### src/rtl/usb_irq_agg_pkg.sv
package usb_irq_agg_pkg;

  localparam int STAT_W    = 32;
  localparam int BUS_EVT_N = 5;
  localparam int DMA_POS   = 5;
  localparam int EP_BASE   = 8;
  localparam int MAX_EP    = (STAT_W - EP_BASE) / 2;

  // Status bit positions of the bus-state events; the bench decodes these.
  localparam int POS_BUS_RST = 0;
  localparam int POS_SUSPEND = 1;
  localparam int POS_RESUME  = 2;
  localparam int POS_SOF     = 3;
  localparam int POS_PSOF    = 4;

  typedef enum logic {
    SEL_STATUS = 1'b0,
    SEL_REASON = 1'b1
  } reg_sel_e;

  function automatic int ep_rx_pos(input int n);
    return EP_BASE + 2 * n;
  endfunction

  function automatic int ep_tx_pos(input int n);
    return EP_BASE + 2 * n + 1;
  endfunction

  // Bits of the status word that hold real state.
  function automatic logic [STAT_W-1:0] impl_mask(input int n_ep);
    logic [STAT_W-1:0] m;
    m = '0;
    for (int i = 0; i < BUS_EVT_N; i++) m[i] = 1'b1;
    m[DMA_POS] = 1'b1;
    for (int n = 0; n < MAX_EP; n++) begin
      if (n < n_ep) begin
        m[EP_BASE + 2 * n]     = 1'b1;
        m[EP_BASE + 2 * n + 1] = 1'b1;
      end
    end
    return m;
  endfunction

endpackage

### src/rtl/usb_irq_w1c_bank.sv
module usb_irq_w1c_bank #(
  parameter int W = 8
) (
  input  logic         clk,
  input  logic         rst,
  input  logic [W-1:0] set_i,
  input  logic [W-1:0] clr_i,
  output logic [W-1:0] q_o,
  output logic         any_o
);

  logic [W-1:0] q_r;
  logic [W-1:0] q_nx;
  logic         any_r;

  // Per-bit sticky latch: set has priority over clear.
  genvar b;
  generate
    for (b = 0; b < W; b++) begin : g_bit
      always_comb begin
        if (set_i[b])      q_nx[b] = 1'b1;
        else if (clr_i[b]) q_nx[b] = 1'b0;
        else               q_nx[b] = q_r[b];
      end
    end
  endgenerate

  always_ff @(posedge clk) begin
    if (rst) begin
      q_r   <= '0;
      any_r <= 1'b0;
    end else begin
      q_r   <= q_nx;
      any_r <= |q_nx;
    end
  end

  assign q_o   = q_r;
  assign any_o = any_r;


  set_wins_chk: assert property (@(posedge clk) disable iff (rst)
    (set_i != '0) |=> ((q_o & $past(set_i)) == $past(set_i)));


  clr_takes_chk: assert property (@(posedge clk) disable iff (rst)
    ((clr_i & ~set_i) != '0) |=> ((q_o & $past(clr_i & ~set_i)) == '0));


  idle_hold_chk: assert property (@(posedge clk) disable iff (rst)
    (set_i == '0 && clr_i == '0) |=> $stable(q_o));


  reset_zero_chk: assert property (@(posedge clk)
    $past(rst) |-> (q_o == '0 && !any_o));

endmodule

### src/rtl/usb_irq_src_map.sv
module usb_irq_src_map
  import usb_irq_agg_pkg::*;
#(
  parameter int NUM_EP = 8
) (
  input  logic [BUS_EVT_N-1:0] bus_evt_i,
  input  logic [NUM_EP-1:0]    ep_rx_i,
  input  logic [NUM_EP-1:0]    ep_tx_i,
  input  logic                 dma_lvl_i,
  input  logic                 wr_hit_i,
  input  logic [STAT_W-1:0]    wr_data_i,
  output logic [STAT_W-1:0]    set_o,
  output logic [STAT_W-1:0]    clr_o
);

  localparam logic [STAT_W-1:0] MASK = impl_mask(NUM_EP);

  logic [STAT_W-1:0] ep_set;
  logic [STAT_W-1:0] bus_set;

  genvar n, k;
  generate
    for (k = 0; k < BUS_EVT_N; k++) begin : g_bus
      assign bus_set[k] = bus_evt_i[k];
    end
    for (k = BUS_EVT_N; k < EP_BASE; k++) begin : g_gap
      if (k == DMA_POS) begin : g_dma
        assign bus_set[k] = dma_lvl_i;
      end else begin : g_rsv
        assign bus_set[k] = 1'b0;
      end
    end
    for (k = EP_BASE; k < STAT_W; k++) begin : g_hi
      assign bus_set[k] = 1'b0;
    end

    for (k = 0; k < EP_BASE; k++) begin : g_ep_lo
      assign ep_set[k] = 1'b0;
    end
    for (n = 0; n < MAX_EP; n++) begin : g_ep
      if (n < NUM_EP) begin : g_used
        assign ep_set[ep_rx_pos(n)] = ep_rx_i[n];
        assign ep_set[ep_tx_pos(n)] = ep_tx_i[n];
      end else begin : g_none
        assign ep_set[ep_rx_pos(n)] = 1'b0;
        assign ep_set[ep_tx_pos(n)] = 1'b0;
      end
    end
  endgenerate

  always_comb begin
    set_o = (bus_set | ep_set) & MASK;
    clr_o = wr_hit_i ? (wr_data_i & MASK) : '0;
  end

endmodule

### src/rtl/usb_irq_agg.sv
module usb_irq_agg
  import usb_irq_agg_pkg::*;
#(
  parameter int NUM_EP = 8,
  parameter int N_RSN  = 4
) (
  input  logic                 clk,
  input  logic                 rst,
  input  logic [BUS_EVT_N-1:0] bus_evt,
  input  logic [NUM_EP-1:0]    ep_rx_evt,
  input  logic [NUM_EP-1:0]    ep_tx_evt,
  input  logic [N_RSN-1:0]     dma_evt,
  input  logic                 wr_en,
  input  logic                 wr_sel,
  input  logic [STAT_W-1:0]    wr_data,
  input  logic                 rd_sel,
  output logic [STAT_W-1:0]    rd_data,
  output logic                 irq
);

  localparam logic [STAT_W-1:0] MASK = impl_mask(NUM_EP);

  initial begin
    if (NUM_EP < 1 || NUM_EP > MAX_EP) $error("NUM_EP out of range");
    if (N_RSN < 1 || N_RSN >= STAT_W) $error("N_RSN out of range");
  end

  logic [STAT_W-1:0] stat_set, stat_clr, stat_q;
  logic [N_RSN-1:0]  rsn_clr, rsn_q;
  logic              rsn_any;
  logic              stat_any;
  logic              stat_hit, rsn_hit;
  logic [STAT_W-1:0] rd_r;

  assign stat_hit = wr_en && (reg_sel_e'(wr_sel) == SEL_STATUS);
  assign rsn_hit  = wr_en && (reg_sel_e'(wr_sel) == SEL_REASON);
  assign rsn_clr  = rsn_hit ? wr_data[N_RSN-1:0] : '0;

  // DMA cause register
  usb_irq_w1c_bank #(.W(N_RSN)) u_rsn (
    .clk   (clk),
    .rst   (rst),
    .set_i (dma_evt),
    .clr_i (rsn_clr),
    .q_o   (rsn_q),
    .any_o (rsn_any)
  );

  usb_irq_src_map #(.NUM_EP(NUM_EP)) u_map (
    .bus_evt_i (bus_evt),
    .ep_rx_i   (ep_rx_evt),
    .ep_tx_i   (ep_tx_evt),
    .dma_lvl_i (rsn_any),
    .wr_hit_i  (stat_hit),
    .wr_data_i (wr_data),
    .set_o     (stat_set),
    .clr_o     (stat_clr)
  );

  usb_irq_w1c_bank #(.W(STAT_W)) u_stat (
    .clk   (clk),
    .rst   (rst),
    .set_i (stat_set),
    .clr_i (stat_clr),
    .q_o   (stat_q),
    .any_o (stat_any)
  );

  always_ff @(posedge clk) begin
    if (rst) begin
      rd_r <= '0;
    end else if (reg_sel_e'(rd_sel) == SEL_REASON) begin
      rd_r <= {{(STAT_W-N_RSN){1'b0}}, rsn_q};
    end else begin
      rd_r <= stat_q;
    end
  end

  assign rd_data = rd_r;
  assign irq     = stat_any;


  rsv_zero_chk: assert property (@(posedge clk) disable iff (rst)
    (stat_q & ~MASK) == '0);


  dma_follow_chk: assert property (@(posedge clk) disable iff (rst)
    (rsn_q != '0) |=> stat_q[DMA_POS]);


  irq_level_chk: assert property (@(posedge clk) disable iff (rst)
    irq == (stat_q != '0));


  rd_status_chk: assert property (@(posedge clk) disable iff (rst)
    (rd_sel == 1'b0) |=> (rd_data == $past(stat_q)));

endmodule

### config.mk
export PLATFORM = sky130hd
export DESIGN_NAME = usb_irq_agg
export DESIGN_NICKNAME = d
export VERILOG_FILES = /design/src/rtl/usb_irq_agg_pkg.sv /design/src/rtl/usb_irq_w1c_bank.sv /design/src/rtl/usb_irq_src_map.sv /design/src/rtl/usb_irq_agg.sv
export SDC_FILE = /design/constraint.sdc
export NUM_CORES = 1
export LEC_CHECK = 0
export BUFFER_PORTS_ARGS = -buffer_cell sky130_fd_sc_hd__buf_2
export CORE_UTILIZATION = 45
export DETAILED_ROUTE_END_ITERATION = 16
export MAX_ROUTING_LAYER = met4
export PLACE_DENSITY = 0.88
export SLEW_MARGIN = 10
export SYNTH_ARGS = -nofsm -noshare
export SYNTH_HDL_FRONTEND = slang
export SYNTH_SLANG_ARGS = --single-unit
### constraint.sdc
create_clock -name clk -period 1.25 [get_ports clk]
set_input_delay 0.0625 -clock clk [delete_from_list [all_inputs] [get_ports clk]]
set_output_delay 0.0625 -clock clk [all_outputs]
set_load 0.01 [all_outputs]
* Word-level counts from Yosys, hierarchy flattened
Index checks and enable logic that the tools add are counted.
** Word-level totals
- Flip-flop bits (word level) :: 70
- Latch bits :: 0
- Bits in writable memories :: 0
- Memory bits (read-only) :: 0
- Input port bits :: 62
- Output and inout port bits :: 33
- Logic and storage cells :: 78
- Memories :: 0
** Cells by class
- Add/subtract/negate cells :: 0
- $mul :: 0
- Divide/modulo/power cells :: 0
- $lt $le $gt $ge :: 0
- Equality and inequality tests :: 0
- Shift-type cells :: 0
- Muxes and demuxes :: 65
- Bitwise operators :: 2
- Reduce and logical (&&, ||, !) cells :: 5
** Operators by type and width (number)
- $mux 1 :: 62
- $reduce_or 32->1 :: 1
- $mux 24 :: 1
- $or 6x24->24 :: 1
- $mux 4 :: 2
- $reduce_or 4->1 :: 1
- $logic_and 1x1->1 :: 2
- $reduce_or 2->1 :: 1
- $not 1->1 :: 1

* Longest topological paths before layout
Gate-level depths: netlist (run 1).
- Word-level depth :: 6
- Mapped depth :: 5
- Mapped depth without buffers :: 4

* Modules after synthesis
A second synthesis (run 1) with hierarchy kept.
** Second synthesis, totals
- Cells, all modules :: 306
- Area, all modules :: 2851.5 µm²
** By module, submodules not included
- usb_irq_w1c_bank at u_stat :: times used 1, cells an instance 144, area an instance 1204.9 µm², seq. area each 660.6 µm²
- usb_irq_agg :: times used 1, cells an instance 77, area an instance 965.9 µm², seq. area each 640.6 µm²
- usb_irq_src_map :: times used 1, cells an instance 67, area an instance 499.2 µm², seq. area each 0.0 µm²
- usb_irq_w1c_bank at u_rsn :: times used 1, cells an instance 18, area an instance 181.4 µm², seq. area each 100.1 µm²

* Worst setup path after synthesis (run 1)
No wires, ideal clock.
- Path kind :: input -> register
- Start point :: in wr_sel
- End point :: reg u_stat.any_r, in the netlist u_stat.any_o
- Setup time :: 138 ps
- Data arrival time :: 877 ps
- Data required time :: 1112 ps
- Slack :: 235 ps
- Stages :: 5
- Buffers on the path :: 1
- Cell sequence :: buf_6 > and4bb_1 > o22ai_1 > nor4_1 > a41oi_1
** Between the ends
- Longest elaborated chain between the ends :: 6
- Elaborated cells between the ends (all ways) :: 48
- Classes of those cells :: mux: 45; bitwise: 1; reduce/logical: 2
** Ends and longest elaborated chain
- start: declaration :: line usb_irq_agg.sv:14 : input logic wr_sel,
- $not 1->1 * :: line usb_irq_agg.sv:35 : assign stat_hit = wr_en && (reg_sel_e'(wr_sel) == SEL_STATUS);
- $logic_and 1x1->1 * :: line usb_irq_agg.sv:35
- $mux 24 * :: line usb_irq_src_map.sv:53 : clr_o = wr_hit_i ? (wr_data_i & MASK) : '0;
- $mux 1 :: line usb_irq_w1c_bank.sv:22 : else if (clr_i[b]) q_nx[b] = 1'b0;
- $mux 1 :: line usb_irq_w1c_bank.sv:21 : if (set_i[b]) q_nx[b] = 1'b1;
- $reduce_or 32->1 * :: line usb_irq_w1c_bank.sv:34 : any_r <= |q_nx;
- end signal: assignment :: line usb_irq_w1c_bank.sv:34
- end: declaration :: line usb_irq_w1c_bank.sv:14 : logic any_r;
Every way passes the cells marked *; elsewhere a longest branch is shown, timed or not.
A chain may end at the register's enable or synchronous reset.

* Final worst setup path (run 1)
- Start point :: reg u_stat.q_r[22], in the netlist u_stat.q_o[22]
- End point :: reg u_stat.any_r, in the netlist u_stat.any_o
** Between the ends
- Longest elaborated chain between the ends :: 3
** Ends and longest elaborated chain
- start: declaration :: line usb_irq_w1c_bank.sv:12 : logic [W-1:0] q_r;
- start signal: assignment :: line usb_irq_w1c_bank.sv:33 : q_r <= q_nx;
- $mux 1 :: line usb_irq_w1c_bank.sv:22
- $mux 1 :: line usb_irq_w1c_bank.sv:21
- $reduce_or 32->1 :: line usb_irq_w1c_bank.sv:34
No other way between the ends.

==> results.tsv, run 1 <==
stage	metric	value	unit
detailed_routing	number of DRC markers in iteration 0	77	
clock_network	Post-CTS Resized	0	
floorplan	Die H	66.8	um
cells_and_area	sequential cell area	1000	um2
detailed_routing	met2 routed WL	2.01	mm
sta	final hold slack	39.6	ps
floorplan	cell row count	23	
detailed_routing	drt pass-1 iters	4	
cells_and_area	share of layout cells above drive strength 1	34.3	%
sta	period utilization	89.3	%
detailed_routing	routed wl met3	227	um
clock_network	clock sinks	50	
global_routing	number of global-route vias before repair	1479	
global_routing	antenna violations before repair	0	
setup_path	critical setup path kind	flop to flop	
clock_network	count of hold-fix buffers inserted at cts	6	
synthesis	Netlist cell types	19	
detailed_routing	routed via count	1601	
sta	RSZ-0062 raised after global routing	false	
power_and_ir_drop	worst vdd ir	0.480	mV
clock_network	buffer count from post-CTS setup fixing	0	
cells_and_area	NumNets Final	335	
clock_network	Root Driver	clkbuf_8	
synthesis	post-synth top area share	52.9	%
placed_design	post-DP HPWL	3.01	mm
floorplan	die area	4460	um2
sta	Max Clk Rate	896	MHz
synthesis	cell taking the most area after synthesis	dfxtp_1	
synthesis	top cells by area, synth	dfxtp_1 (53%), and4bb_1 (6.6%), and2_1 (6.3%), nor2_1 (6.2%), buf_4 (4.4%)	
clock_network	Skew-Pair Late Insertion Delay	300	ps
floorplan	die width	66.8	um
sta	fin crit period	1120	ps
synthesis	Seq cells post-synth	50	
synthesis	Ys Warns	0	
detailed_routing	WL/cell	12.6	um
clock_network	Max Root-Sink Buffers	2	
clock_network	clock transition at the registers of the reported paths	90	ps
clock_network	TritonCTS buffer count	5	
min_path	HP Class	input pin to flop	
floorplan	top-level I/O count	95	
cells_and_area	Final Non-Filler Cells	324	
global_routing	first-pass GRT wire length	6.36	mm
power_and_ir_drop	PwrDens	1250	nW/um2
floorplan	Initial Utilization	46.9	%
sta	Slew headroom	37.8	%
cells_and_area	# diodes	0	
detailed_routing	Final ANT Viol Nets	0	
sta	Setup-failing EPs final	0	
detailed_routing	WL met1	1.76	mm
global_routing	total track usage	19.9	%
cells_and_area	commonest cells after routing, fill and taps aside	buf_2 (74), dfxtp_1 (50), nor2_1 (31), and2_1 (19), nor3_1 (16)	
floorplan	Core Area	4030	um2
setup_path	Worst EP arrival	1300	ps
power_and_ir_drop	P_leak	1.17	nW
sta	count of pins over their slew limit	0	
setup_path	Setup crit end kind	flop	
cells_and_area	most common cell after layout, fill and taps aside	buf_2	
synthesis	sequential area share after synthesis	52.9	%
sta	Slew @ Worst Pin	930	ps
cells_and_area	Area Overhead vs Synth	29.5	%
detailed_routing	via-per-instance ratio	4.94	
placed_design	port bufs	74	
setup_path	startpoint types	flop	
flow_run	Max-cap violations	0	
setup_path	maximum fanout along the worst path	2	
setup_path	Critical Path RT	1440	ps
detailed_routing	DRT Wirelength	4.09	mm
detailed_routing	DRC	0	
cells_and_area	Filler Cell Count	344	
run_status	run status	completed	
sta	clock skew	3.64	ps
synthesis	cell count after synthesis	190	
synthesis	Post-Syn Area	1890	um2
placed_design	Placed Cells	310	
clock_network	H-tree depth	2	
clock_network	CTS tree	done	
synthesis	syn_area_per_cell	9.95	um2
cells_and_area	area of the multi-input gates	797	um2
global_routing	grt ovf	0	
global_routing	largest net degree at the start of global routing	33	
sta	final hold vios	0	
placed_design	RePlAce Congestion	0.781	
detailed_routing	Top Metal Used	met4	
[metrics by stage]
stage	setup slack [ps]	area [um2]	setup TNS [ps]	util, %	power (mW)
finish	134	2450	0	60.7	3.07
global route	51.3	2450	0	60.7	3.20
CTS	155	2450	0	60.7	3.09
detailed placement	-59.0	2300	-59.0	57.0	2.13
global placement	-24.8	2300	-24.8	57.0	2.12
floorplan	235	1920	0	-	1.98
[logic make-up after synthesis]
group                  synth area share [%]
other                                 0.198
and+or+nand+nor                        31.8
DFF                                    52.9
AOI/OAI and AO/OA                      6.22
buffers and inverters                  6.68
muxes                                  2.12
[flip-flops by register name, summed over array words and instances (netlist names)]
register / cells
rd_data: 22
u_stat.any_o: 1
u_stat.q_o: 22
u_rsn.q_o: 4
u_rsn.any_o: 1
[where the power goes]
group          switching (mW)  internal, mW  total [mW]  leakage [nW]
clock                   0.513         0.447       0.960        0.0482
sequential             0.0353          1.69        1.72         0.415
combinational           0.193         0.196       0.389         0.711
[cell usage after synthesis]
master	count
and4_1	1
and4bb_2	6
clkbuf_1	6
conb_1	1
nand3b_1	6
buf_2	2
nor4_1	2
nor3_1	16
o22ai_1	8
a21oi_1	10
dfxtp_1	50
buf_6	1
a41oi_1	2
mux2i_1	4
buf_4	11
nor2_1	31
nand3_1	4
and2_1	19
and4bb_1	10
[metal layers]
| layer | GRT usage [%] | vias to the layer above |
|---|---|---|
| li1 | - | 816 |
| met1 | 23.4 | 719 |
| met2 | 31.6 | 58 |
| met3 | 4.11 | 8 |
| met4 | 11.4 | 0 |
| met5 | - | - |
[critical path: stages (launching register included)]
cell	delay (ps)
dfxtp_1	320
nor2_1	160
o22ai_1	90
nor4_1	290
a41oi_1	140
[cell type report]
cell class / instances / area share, %
Clock buffer: 7 / 3.53
Clock inverter: 1 / 0.204
Multi-Input combinational cell: 129 / 32.6
Sequential cell: 50 / 40.9
Tap cell: 50 / 2.56
Timing Repair Buffer: 87 / 20.2
[worst paths after layout]
kind	start	to	slack, ps	cells after the start
setup / recovery	u_stat.q_o[22]$_SDFF_PP0_	u_stat.any_o$_SDFF_PP0_	130	4
hold / removal	ep_tx_evt[2]	u_stat.q_o[13]$_SDFF_PP0_	40	3
setup reg to reg	u_stat.q_o[22]$_SDFF_PP0_	u_stat.any_o$_SDFF_PP0_	130	4
hold reg to reg	u_stat.q_o[20]$_SDFF_PP0_	rd_data[20]$_SDFF_PP0_	460	1
Power figures use the tool's default switching activity.
==> inputs of run 2 (changes only) <==
Settings changed: CORE_MARGIN set to 3.
==> run 2 against run 1 <==
Effect of this change: hold slack got worse by 36 ps; global-route usage fell by 0.92 points; via count rose by 0.31%; clock power rose by 17%; clock-buffer cell count fell by 1; first-iteration DRC count rose by 77%; clock skew rose by 2.4 ps; sequential share of layout area fell by 0.33 points.
==> results.tsv, run 2 (synthesized netlist as in run 1, its figures left out) <==
stage	metric	value	unit
sta	clock skew	6.02	ps
setup_path	Worst EP arrival	1310	ps
sta	period utilization	90.6	%
sta	Max Clk Rate	883	MHz
floorplan	cell row count	22	
clock_network	Max Root-Sink Buffers	2	
cells_and_area	commonest cells after routing, fill and taps aside	buf_2 (74), dfxtp_1 (50), nor2_1 (30), and2_1 (19), nor3_1 (16)	
power_and_ir_drop	sequential power share	53.2	%
power_and_ir_drop	PwrDens	1310	nW/um2
clock_network	CTS tree	done	
floorplan	top-level I/O count	95	
placed_design	Setup WS pre-CTS	-95.0	ps
setup_path	startpoint types	flop	
sta	final hold vios	0	
floorplan	Initial Utilization	49.1	%
power_and_ir_drop	worst vdd ir	0.770	mV
global_routing	total track usage	19.0	%
sta	final hold slack	3.36	ps
setup_path	Critical Path RT	1420	ps
sta	fin crit period	1130	ps
global_routing	grt ovf	0	
detailed_routing	Final ANT Viol Nets	0	
setup_path	CP max-delay cell	dfxtp_1	
detailed_routing	DRC	0	
placed_design	RePlAce Congestion	0.841	
clock_network	clock transition at the registers of the reported paths	90	ps
clock_network	TritonCTS buffer count	5	
setup_path	Critical Path Stages	4	
setup_path	Worst Reg-to-Reg Cells	4	
setup_path	maximum fanout along the worst path	2	
floorplan	Die H	70.8	um
placed_design	port bufs	74	
cells_and_area	Area Overhead vs Synth	30.5	%
setup_path	Crit path largest cell delay	320	ps
floorplan	die area	5010	um2
global_routing	first-pass GRT wire length	7.37	mm
global_routing	antenna violations before repair	0	
clock_network	Root Driver	clkbuf_8	
sta	RSZ-0062 raised after global routing	false	
setup_path	cell-by-cell listing of the critical path	nor2_1 > o22ai_1 > nor4_2 > a41oi_1	
detailed_routing	DRT Wirelength	4.45	mm
setup_path	crit path buf inv count	0	
clock_network	Skew-Pair Late Insertion Delay	300	ps
setup_path	CP startpoint	u_stat.q_o[9]$_SDFF_PP0_	
min_path	Worst Hold Depth	3	
sta	Setup-failing EPs final	0	
run_status	run status	completed	
cells_and_area	area of the multi-input gates	806	um2
min_path	min-delay src	bus_evt[1]	
cells_and_area	# diodes	0	
detailed_routing	drt pass-1 iters	4	
power_and_ir_drop	P_int	2.48	mW
global_routing	number of global-route vias before repair	1603	
clock_network	buffer count from post-CTS setup fixing	0	
placed_design	post-DP HPWL	3.29	mm
sta	fin worst setup slack	117	ps
clock_network	H-tree depth	2	
setup_path	Setup crit end kind	flop	
min_path	HP Class	input pin to flop	
sta	count of pins over their slew limit	0	
sta	Slew @ Worst Pin	949	ps
detailed_routing	WL/cell	13.9	um
floorplan	Core Area	3850	um2
power_and_ir_drop	P_sw	0.759	mW
detailed_routing	via-per-instance ratio	5.02	
power_and_ir_drop	switch share	23.4	%
setup_path	launch point of the worst reg-to-reg path	u_stat.q_o[9]$_SDFF_PP0_	
clock_network	clock sinks	50	
power_and_ir_drop	Logic pwr share	12.2	%
power_and_ir_drop	total power	3.24	mW
cells_and_area	sequential cell area	1000	um2
sta	Slew headroom	36.5	%
detailed_routing	number of DRC markers in iteration 0	136	
power_and_ir_drop	P_leak	1.17	nW
cells_and_area	NumNets Final	333	
detailed_routing	routed via count	1606	
cells_and_area	most common cell after layout, fill and taps aside	buf_2	
cells_and_area	Filler Cell Count	329	
power_and_ir_drop	Clock Power Share	34.6	%
placed_design	dpl cell area	2300	um2
cells_and_area	share of layout cells above drive strength 1	34.9	%
setup_path	critical setup path kind	flop to flop	
cells_and_area	design area	2470	um2
flow_run	Max-cap violations	0	
setup_path	CP top delay family	simple AND/OR/NAND/NOR gates	
floorplan	die width	70.8	um
global_routing	largest net degree at the start of global routing	33	
-- run 2: power by group through the flow --
| stage | combinational (mW) | clock (mW) | sequential (mW) |
|---|---|---|---|
| 2_1_floorplan | 0.213 | 0 | 1.77 |
| 3_3_place_gp | 0.369 | 0 | 1.76 |
| 3_5_place_dp | 0.378 | 0 | 1.76 |
| 4_1_cts | 0.394 | 1.15 | 1.72 |
| 5_1_grt | 0.442 | 1.21 | 1.74 |
| 6_report | 0.394 | 1.12 | 1.72 |
-- run 2: metrics by stage --
stage / cells / setup TNS, ps / util, %
after floorplan: 199 / 0 / -
after global placement: 307 / -73.0 / 59.6
after detailed placement: 307 / -95.0 / 59.6
after CTS: 320 / 0 / 63.8
after global routing: 320 / 0 / 64.0
final: 320 / 0 / 64.0
-- run 2: layout make-up --
cell class	count	area share [%]
timing repair buffer	85	19.9
clock inverter	2	1.52
sequential	50	40.6
multi-input combinational	129	32.7
tap	48	2.43
clock buffer	6	2.94
-- run 2: routing by layer --
metal  GRT usage, %  share of wire [%]
met1           23.2                 43
met4           6.89                1.8
met3           5.40                8.3
met5              -                  0
met2           30.1                 47
-- run 2: worst paths after layout --
| check | endpoint | slack (ps) |
|---|---|---|
| worst min-delay path | u_stat.q_o[1]$_SDFF_PP0_ | 3 |
| worst min register to register | rd_data[21]$_SDFF_PP0_ | 460 |
| worst max-delay path | u_stat.any_o$_SDFF_PP0_ | 120 |
| worst max register to register | u_stat.any_o$_SDFF_PP0_ | 120 |
-- run 2: worst reg2reg max path: stages (launching register included) --
cell and delay [ps]:
dfxtp_1 320, nor2_1 140, o22ai_1 110, nor4_2 300
a41oi_1 150
-- run 2: timing repair --
item	CTS	global route
hold buffers	5	0
endpoints found under the setup margin	0	1
resized for setup	0	2
endpoints found under the hold margin	5	0
